**config.mk**
```make
export PLATFORM = sky130hd
export DESIGN_NAME = i2c_rxdone_irq
export DESIGN_NICKNAME = d
export VERILOG_FILES = /design/src/rtl/i2c_rxirq_pkg.sv /design/src/rtl/irq_status_regs.sv /design/src/rtl/rx_fetch_gate.sv /design/src/rtl/i2c_rxdone_irq.sv
export SDC_FILE = /design/constraint.sdc
export NUM_CORES = 1
export LEC_CHECK = 0
export BUFFER_PORTS_ARGS = -buffer_cell sky130_fd_sc_hd__clkbuf_2
export CAP_MARGIN = 0
export CORE_AREA = 2 2 97 99
export DETAILED_ROUTE_END_ITERATION = 6
export DIE_AREA = 0 0 99 101
export PLACE_DENSITY = 0.87
export RECOVER_POWER = 25
export SETUP_SLACK_MARGIN = 0.2
export SLEW_MARGIN = 20
export SYNTH_ARGS = -nofsm -noshare
export SYNTH_HDL_FRONTEND = slang
export SYNTH_HIERARCHICAL = 1
export SYNTH_SLANG_ARGS = --single-unit
```
**constraint.sdc**
```tcl
create_clock -name clk -period 2.45 [get_ports clk]
set_clock_uncertainty 0.2 [all_clocks]
set_input_delay 0.245 -clock clk [delete_from_list [all_inputs] [get_ports clk]]
set_output_delay 0.245 -clock clk [all_outputs]
set_load 0.005 [all_outputs]
```
**src/rtl/i2c_rxirq_pkg.sv**
```systemverilog
package i2c_rxirq_pkg;
  localparam int STS_W      = 15;
  localparam int DONE_BIT   = 2;
  localparam int CMD_RX     = 0;
  localparam int CMD_RXLAST = 1;

  typedef enum logic [1:0] {
    ADR_CMD  = 2'd0,
    ADR_IEN  = 2'd1,
    ADR_STS  = 2'd2,
    ADR_DATA = 2'd3
  } reg_addr_e;
endpackage

```
**src/rtl/irq_status_regs.sv**
```systemverilog
module irq_status_regs #(
  parameter int STS_W    = 15,
  parameter int DONE_BIT = 2
) (
  input  logic             clk,
  input  logic             rst,
  input  logic             sts_we,
  input  logic             en_we,
  input  logic [STS_W-1:0] wdata,
  input  logic [STS_W-1:0] evt,
  input  logic             done_set,
  output logic [STS_W-1:0] sts_q,
  output logic [STS_W-1:0] en_q,
  output logic             done_nxt,
  output logic             sum_q
);
  localparam logic [STS_W-1:0] DONE_MASK = STS_W'(1) << DONE_BIT;

  logic [STS_W-1:0] clr_v;
  logic [STS_W-1:0] set_v;
  logic [STS_W-1:0] sts_nxt;

  always_comb begin
    clr_v    = sts_we ? wdata : '0;
    set_v    = (evt & ~DONE_MASK) | (done_set ? DONE_MASK : '0);
    sts_nxt  = (sts_q & ~clr_v) | set_v;
    done_nxt = sts_nxt[DONE_BIT];
  end

  always_ff @(posedge clk) begin
    if (rst) begin
      sts_q <= '0;
      en_q  <= '0;
      sum_q <= 1'b0;
    end else begin
      sts_q <= sts_nxt;
      if (en_we) en_q <= wdata;
      sum_q <= |(sts_q & en_q);
    end
  end

  AST_DONE_STICKY: assert property (@(posedge clk) disable iff (rst)
    (sts_q[DONE_BIT] && !(sts_we && wdata[DONE_BIT])) |=> sts_q[DONE_BIT]);
  AST_SET_WINS: assert property (@(posedge clk) disable iff (rst)
    done_set |=> sts_q[DONE_BIT]);
  AST_SUM_ZERO: assert property (@(posedge clk) disable iff (rst)
    (sts_q == '0) |=> !sum_q);
endmodule

```
**src/rtl/rx_fetch_gate.sv**
```systemverilog
module rx_fetch_gate #(
  parameter int DW = 8
) (
  input  logic          clk,
  input  logic          rst,
  input  logic          cmd_we,
  input  logic [1:0]    cmd_bits,
  input  logic          done_q,
  input  logic          done_nxt,
  input  logic          rx_valid,
  input  logic [DW-1:0] rx_data,
  output logic [1:0]    pend_q,
  output logic          start_q,
  output logic          last_q,
  output logic          done_set,
  output logic [DW-1:0] data_q
);
  logic       busy_q;
  logic       start;
  logic [1:0] new_cmd;

  always_comb begin
    new_cmd  = cmd_we ? cmd_bits : 2'b00;
    start    = (|pend_q) && !busy_q && !done_nxt;
    done_set = rx_valid && busy_q;
  end

  always_ff @(posedge clk) begin
    if (rst) begin
      pend_q  <= '0;
      busy_q  <= 1'b0;
      start_q <= 1'b0;
      last_q  <= 1'b0;
      data_q  <= '0;
    end else begin
      pend_q  <= start ? new_cmd : (pend_q | new_cmd);
      start_q <= start;
      last_q  <= start && pend_q[1];
      if (start)         busy_q <= 1'b1;
      else if (done_set) busy_q <= 1'b0;
      if (done_set)      data_q <= rx_data;
    end
  end

  AST_NO_START_WHILE_DONE: assert property (@(posedge clk) disable iff (rst)
    start_q |-> !done_q);
  AST_DATA_HOLD: assert property (@(posedge clk) disable iff (rst)
    (done_q && done_nxt) |=> $stable(data_q));
  AST_STRAY_IGNORED: assert property (@(posedge clk) disable iff (rst)
    (rx_valid && !busy_q) |=> $stable(data_q));
  AST_START_PULSE: assert property (@(posedge clk) disable iff (rst)
    start_q |=> !start_q);
endmodule

```
**src/rtl/i2c_rxdone_irq.sv**
```systemverilog
module i2c_rxdone_irq
  import i2c_rxirq_pkg::*;
#(
  parameter int NBUS  = 2,
  parameter int DW    = 8,
  parameter int REG_W = 16,
  parameter int BSW   = (NBUS > 1) ? $clog2(NBUS) : 1
) (
  input  logic                clk,
  input  logic                rst,
  input  logic                reg_we,
  input  logic                reg_re,
  input  logic [BSW-1:0]      reg_bus,
  input  logic [1:0]          reg_addr,
  input  logic [REG_W-1:0]    reg_wdata,
  output logic [REG_W-1:0]    reg_rdata,
  output logic [NBUS-1:0]     rx_start,
  output logic [NBUS-1:0]     rx_last,
  input  logic [NBUS-1:0]     rx_valid,
  input  logic [NBUS*DW-1:0]  rx_data,
  input  logic [NBUS*STS_W-1:0] evt,
  output logic [NBUS-1:0]     bus_irq,
  output logic                irq
);
  logic [STS_W-1:0] sts_a  [NBUS];
  logic [STS_W-1:0] en_a   [NBUS];
  logic [1:0]       pend_a [NBUS];
  logic [DW-1:0]    data_a [NBUS];
  logic             unused_hi;

  assign unused_hi = ^reg_wdata[REG_W-1:STS_W];

  for (genvar g = 0; g < NBUS; g++) begin : g_bus
    logic sel, done_nxt, done_set;

    assign sel = (int'(reg_bus) == g);

    irq_status_regs #(.STS_W(STS_W), .DONE_BIT(DONE_BIT)) u_sts (
      .clk      (clk),
      .rst      (rst),
      .sts_we   (reg_we && sel && (reg_addr == ADR_STS)),
      .en_we    (reg_we && sel && (reg_addr == ADR_IEN)),
      .wdata    (reg_wdata[STS_W-1:0]),
      .evt      (evt[g*STS_W +: STS_W]),
      .done_set (done_set),
      .sts_q    (sts_a[g]),
      .en_q     (en_a[g]),
      .done_nxt (done_nxt),
      .sum_q    (bus_irq[g])
    );

    rx_fetch_gate #(.DW(DW)) u_gate (
      .clk      (clk),
      .rst      (rst),
      .cmd_we   (reg_we && sel && (reg_addr == ADR_CMD)),
      .cmd_bits ({reg_wdata[CMD_RXLAST], reg_wdata[CMD_RX]}),
      .done_q   (sts_a[g][DONE_BIT]),
      .done_nxt (done_nxt),
      .rx_valid (rx_valid[g]),
      .rx_data  (rx_data[g*DW +: DW]),
      .pend_q   (pend_a[g]),
      .start_q  (rx_start[g]),
      .last_q   (rx_last[g]),
      .done_set (done_set),
      .data_q   (data_a[g])
    );
  end

  always_ff @(posedge clk) begin
    if (rst) begin
      reg_rdata <= '0;
      irq       <= 1'b0;
    end else begin
      irq <= |bus_irq;
      if (reg_re) begin
        reg_rdata <= '0;
        if (int'(reg_bus) < NBUS) begin
          case (reg_addr)
            ADR_CMD:  reg_rdata <= REG_W'(pend_a[reg_bus]);
            ADR_IEN:  reg_rdata <= REG_W'(en_a[reg_bus]);
            ADR_STS:  reg_rdata <= REG_W'(sts_a[reg_bus]);
            default:  reg_rdata <= REG_W'(data_a[reg_bus]);
          endcase
        end
      end
    end
  end

  AST_IRQ_RISE: assert property (@(posedge clk) disable iff (rst)
    (|bus_irq) |=> irq);
  AST_IRQ_FALL: assert property (@(posedge clk) disable iff (rst)
    !(|bus_irq) |=> !irq);
endmodule

```
Word level (Yosys, flattened, before mapping) --
Cells that the tools add are included.
Operators by class: equal/unequal tests 2, mux-type cells 25, bitwise operators 14, reductions and logical operators 28, order comparisons 1
Operators with widths (number):
- $mux 15 | 8
- $and 15x15->15 | 4
- $or 15x15->15 | 4
- $pmux 15 s3 | 1
- $not 15->15 | 2
- $reduce_or 15->1 | 2
- $mux 8 | 3
- $logic_and 1x1->1 | 16
- $mux 2 | 7
- $mux 3 | 2
- $reduce_or 2->1 | 3
- $logic_not 1->1 | 4
- $mux 1 | 4
- $or 2x2->2 | 2
- $reduce_bool 2->1 | 2
- $eq 2x1->1 const B | 1
- $eq 2x2->1 const B | 1
- $ge 2x2->1 const B | 1
- $logic_not 2->1 | 1
- $not 1->2 | 1
- $not 1->1 | 1
Word-level totals: word-level logic and storage cells 88, output and inout port bits 23, register bits 105

Longest topological paths before layout --
depth in word-level cells 10, gate-level depth with buffers 10, depth with buffers taken out 8

Hierarchy --
The synthesis kept the hierarchy.
Modules (own cells, without submodules):
- irq_status_regs | area an instance 1129.8 sq um, times used 2, cells each 121, sequential area each 620.6 sq um
- i2c_rxdone_irq | area an instance 1406.3 sq um, times used 1, cells each 149, sequential area each 320.3 sq um
- rx_fetch_gate | area an instance 464.2 sq um, times used 2, cells each 54, sequential area each 260.2 sq um

Worst setup path before layout --
No wires, ideal clock.
kind input -> register, start input port reg_addr[0], end register g_bus[0].u_gate.pend_q[0], setup slack 632 ps, arrival time 1497 ps, path buffers 2, setup time 122 ps, stages on the path 9, cells stage by stage buf_6 > buf_8 > and2b_2 > nand2_1 > nor2_1 > nand2_1 > a21o_1 > o21ai_0 > a21oi_1
Between the ends: word-level cells in the longest chain between the ends 9
Ends and longest elaborated chain:
- start: declaration | line i2c_rxdone_irq.sv:14 | input logic [1:0] reg_addr,
- $eq 2x2->1 | line i2c_rxdone_irq.sv:41 | .sts_we (reg_we && sel && (reg_addr == ADR_STS)),
- $logic_and 1x1->1 | line i2c_rxdone_irq.sv:41
- $mux 15 | line irq_status_regs.sv:24 | clr_v = sts_we ? wdata : '0;
- $not 15->15 | line irq_status_regs.sv:26 | sts_nxt = (sts_q & ~clr_v) | set_v;
- $and 15x15->15 | line irq_status_regs.sv:26
- $or 15x15->15 | line irq_status_regs.sv:26
- net g_bus[0].done_nxt | line i2c_rxdone_irq.sv:34 | logic sel, done_nxt, done_set;
- $logic_not 1->1 | line rx_fetch_gate.sv:24 | start = (|pend_q) && !busy_q && !done_nxt;
- $logic_and 1x1->1 | line rx_fetch_gate.sv:24
- $mux 2 | line rx_fetch_gate.sv:36 | pend_q <= start ? new_cmd : (pend_q | new_cmd);
- end signal: assignment | line rx_fetch_gate.sv:36
- end: declaration | line rx_fetch_gate.sv:12 | output logic [1:0] pend_q,
The timed path passes the listed nets, and every way through them passes these cells. A chain may end at the register's enable or synchronous reset.

Worst setup path after layout --
start input port reg_addr[0], end register g_bus[1].u_sts.sts_q[13]
Between the ends: word-level cells in the longest chain between the ends 6
Ends and longest elaborated chain:
- $eq 2x2->1 | line i2c_rxdone_irq.sv:41
- $logic_and 1x1->1 | line i2c_rxdone_irq.sv:41
- $mux 15 | line irq_status_regs.sv:24
- $not 15->15 | line irq_status_regs.sv:26
- $and 15x15->15 | line irq_status_regs.sv:26
- $or 15x15->15 | line irq_status_regs.sv:26
- end signal: assignment | line irq_status_regs.sv:36 | sts_q <= sts_nxt;
- end: declaration | line irq_status_regs.sv:12 | output logic [STS_W-1:0] sts_q,
Every way passes these cells.

==> impl_metrics.toml <==
[place]
dp.cells = 676
dp.final_hpwl_mm = 8.33
pre_cts_slack_ps = 408
gp_congestion = 0.843
io_buffers = 89

[synthesis]
ys_async_sr_fraction = 0
syn_nets = 570
ys_types = 43
post-synth-top-area-cell = "dfxtp_1"
syn_avg_cell_area_um2 = 9.21
ys_seq_area_frac = 0.453
synth_top_area_frac = 0.453
yosys_warnings = 6
syn-instance-count = 499
synth_area_leaders = "dfxtp_1 (45%), mux2i_1 (11%), nor2_1 (6.6%), a21oi_1 (5.4%), nand2_1 (4.3%)"
synth_area_mm2 = 0.00459
synth_edf_count = 0
synth.most_common_cell = "dfxtp_1"
synthFlopType = "dfxtp_1"
synth_seq_cells = 104
synth_top_cells_by_count = "dfxtp_1 (104), nor2_1 (81), nand2_1 (53)"

[sta]
fin_ws_ps = 353
maxSlewViolCount = 0
timing.fmax_ghz = 0.477
timing.final.crit_share = 0.856
max_slew.worst_pin.slew_ps = 1120
finalSetupViolations = 0
timing.final.hold_violations = 0
fin_crit_ps = 2100
fin_hold_ws_ps = 22.8
maxSlewHeadroom = 0.250
setup_tns_ps = 0
rsz0062_at_grt = "no"

[floorplan]
rows = 35
die-area_mm2 = 0.0100
num_io_pins = 94
initial_utilization = 0.512
die_h_um = 101
dieWidth_um = 99
core_area_mm2 = 0.00898

[power]
p_per_area_mw_per_mm2 = 586
swShare = 0.264
p_int_mw = 2.48
p_seq_frac = 0.537
p_total_mw = 3.37
switchingPower_mw = 0.889
p_leak_nw = 2.29
p_clk_frac = 0.336
p_comb_frac = 0.127
vdd_ir_drop_max_uv = 324

[cts]
htreeDepth = 3
cts_buffer_depth = 2
post_cts_buffers = 0
cts_tree = "done"
path_clk_slew_ps = 100
numCtsBuffers = 9
cts_sinks = 104
clk_latency_ps = 370
root_buffer = "clkbuf_8"

[worst_setup_path]
crit_type = "in -> reg"
startpoint = "reg_addr[0]"
path_max_fanout = 14
reg2reg_depth = 6
reg2reg_from = "g_bus[1].u_gate/busy_q$_SDFFE_PP0P_"
endpoint_kind = "flip-flop"
crit_required_ps = 2470
cp-start-kind = "primary input"
cp.arrival_ps = 2110

[grt]
grt_pass1_vias = 4265
overflow = 0
grt_pass1_wl_mm = 20.3
grt_usage = 0.259
grt_max_degree = 54
antenna_found_initial = 0

[final_layout]
finalNonFillerCells = 751
fill_cells = 673
nets = 706
drive_above_1_share = 0.202
area_growth_pct = 25.3
diodes = 0

[route]
routed_wl_mm = 12.9
antenna_left = 0
drt_iter0_drc = 305
highest_layer = "met4"
viasPerCell = 5.64
drc = 0
drt-pass1-iter-count = 5
wl_met2_mm = 6.45
wl_per_cell_um = 17.2
vias = 4238
m1WireLength_mm = 5.26
met3_length_um = 840

[job]
drv_cap = 0

[min_path]
whs_path_depth = 3
hold_class = "in -> reg"
hp-start = "reg_wdata[5]"

[outcome]
status = "complete, no violations"
==> layer usage <==
metal	track usage	up-vias
met5	0	-
met4	0.107	0
met3	0.0499	32
met2	0.454	171
met1	0.312	2010
li1	-	2025
==> cell families (layout without fill, tap and decap cells) <==
group	count (synthesis)	count (layout)	share of synthesized area
flip-flops	104	104	0.453
multiplexers	61	61	0.137
other	1	1	0.000816
buffers and inverters	39	180	0.0673
AO/OA/AOI/OAI	115	115	0.171
AND/OR/NAND/NOR	179	179	0.171
==> layout by cell type (no fill, tap or decap), types with 4 or more instances in the layout <==
master / n
a21oi_1: 50
a221oi_1: 8
a22o_1: 4
a22oi_1: 7
and3_1: 4
buf_4: 11
clkbuf_1: 11
clkbuf_2: 79
clkbuf_8: 10
dfxtp_1: 104
dlygate4sd3_1: 59
mux2_2: 7
mux2i_1: 52
nand2_1: 55
nand2b_1: 8
nand3_1: 17
nor2_1: 81
nor2b_1: 9
o21ai_1: 11
o221ai_1: 7
o22ai_1: 4
==> final cells by class <==
cell class                 instances  area, um2  share of cell area
sequential                       104       2080               0.362
timing repair buffer             161       1110               0.193
multi-input combinational        356       2200               0.382
tap                              111        139              0.0241
clock buffer                      10        138              0.0239
inverter                           3       11.3             0.00196
clock inverter                     6       75.1              0.0130
==> power by group through the flow <==
stage	clock network (mW)	registers [mW]	logic, mW
6_report	1.13	1.81	0.428
4_1_cts	1.15	1.81	0.420
5_1_grt	1.22	1.82	0.462
2_1_floorplan	0	1.83	0.232
3_5_place_dp	0	1.85	0.343
3_3_place_gp	0	1.84	0.329
==> sequential cells by signal, summed over array words and instances, names as in the netlist <==
| register | flops |
|---|---|
| irq | 1 |
| g_bus.u_gate/data_q | 16 |
| g_bus.u_gate/start_q | 2 |
| g_bus.u_gate/pend_q | 4 |
| g_bus.u_gate/busy_q | 2 |
| g_bus.u_sts/sts_q | 30 |
| reg_rdata | 15 |
| g_bus.u_gate/last_q | 2 |
| g_bus.u_sts/sum_q | 2 |
| g_bus.u_sts/en_q | 30 |
==> final timing paths <==
check / endpoint / slack (ps)
worst max-delay path: g_bus[1].u_sts/sts_q[13]$_SDFF_PP0_ / 350
worst min-delay path: g_bus[1].u_sts/en_q[5]$_SDFFE_PP0P_ / 20
worst max register to register: g_bus[1].u_gate/busy_q$_SDFFE_PP0P_ / 550
worst min register to register: g_bus[1].u_gate/data_q[3]$_SDFFE_PP0P_ / 270
==> through the flow <==
stage | area [um2] | util
floorplan | 4590 | -
global placement | 4980 | 0.555
detailed placement | 4980 | 0.555
CTS | 5780 | 0.644
global route | 5760 | 0.641
finish | 5760 | 0.641
==> repair_timing <==
action | 4_1_cts | 5_1_grt
gates resized for setup | 0 | 0
endpoints found under the hold margin | 67 | 0
hold buffers | 59 | 0
setup endpoints to repair | 0 | 0
==> worst max-delay path: stages <==
cell	delay [ps]
clkbuf_2	230
and2b_2	300
nand2_1	70
nor2_1	140
buf_4	270
nand2_1	80
a21oi_1	160
dlygate4sd3_1	570
nor2_1	40
Power figures use the tool's default switching activity.
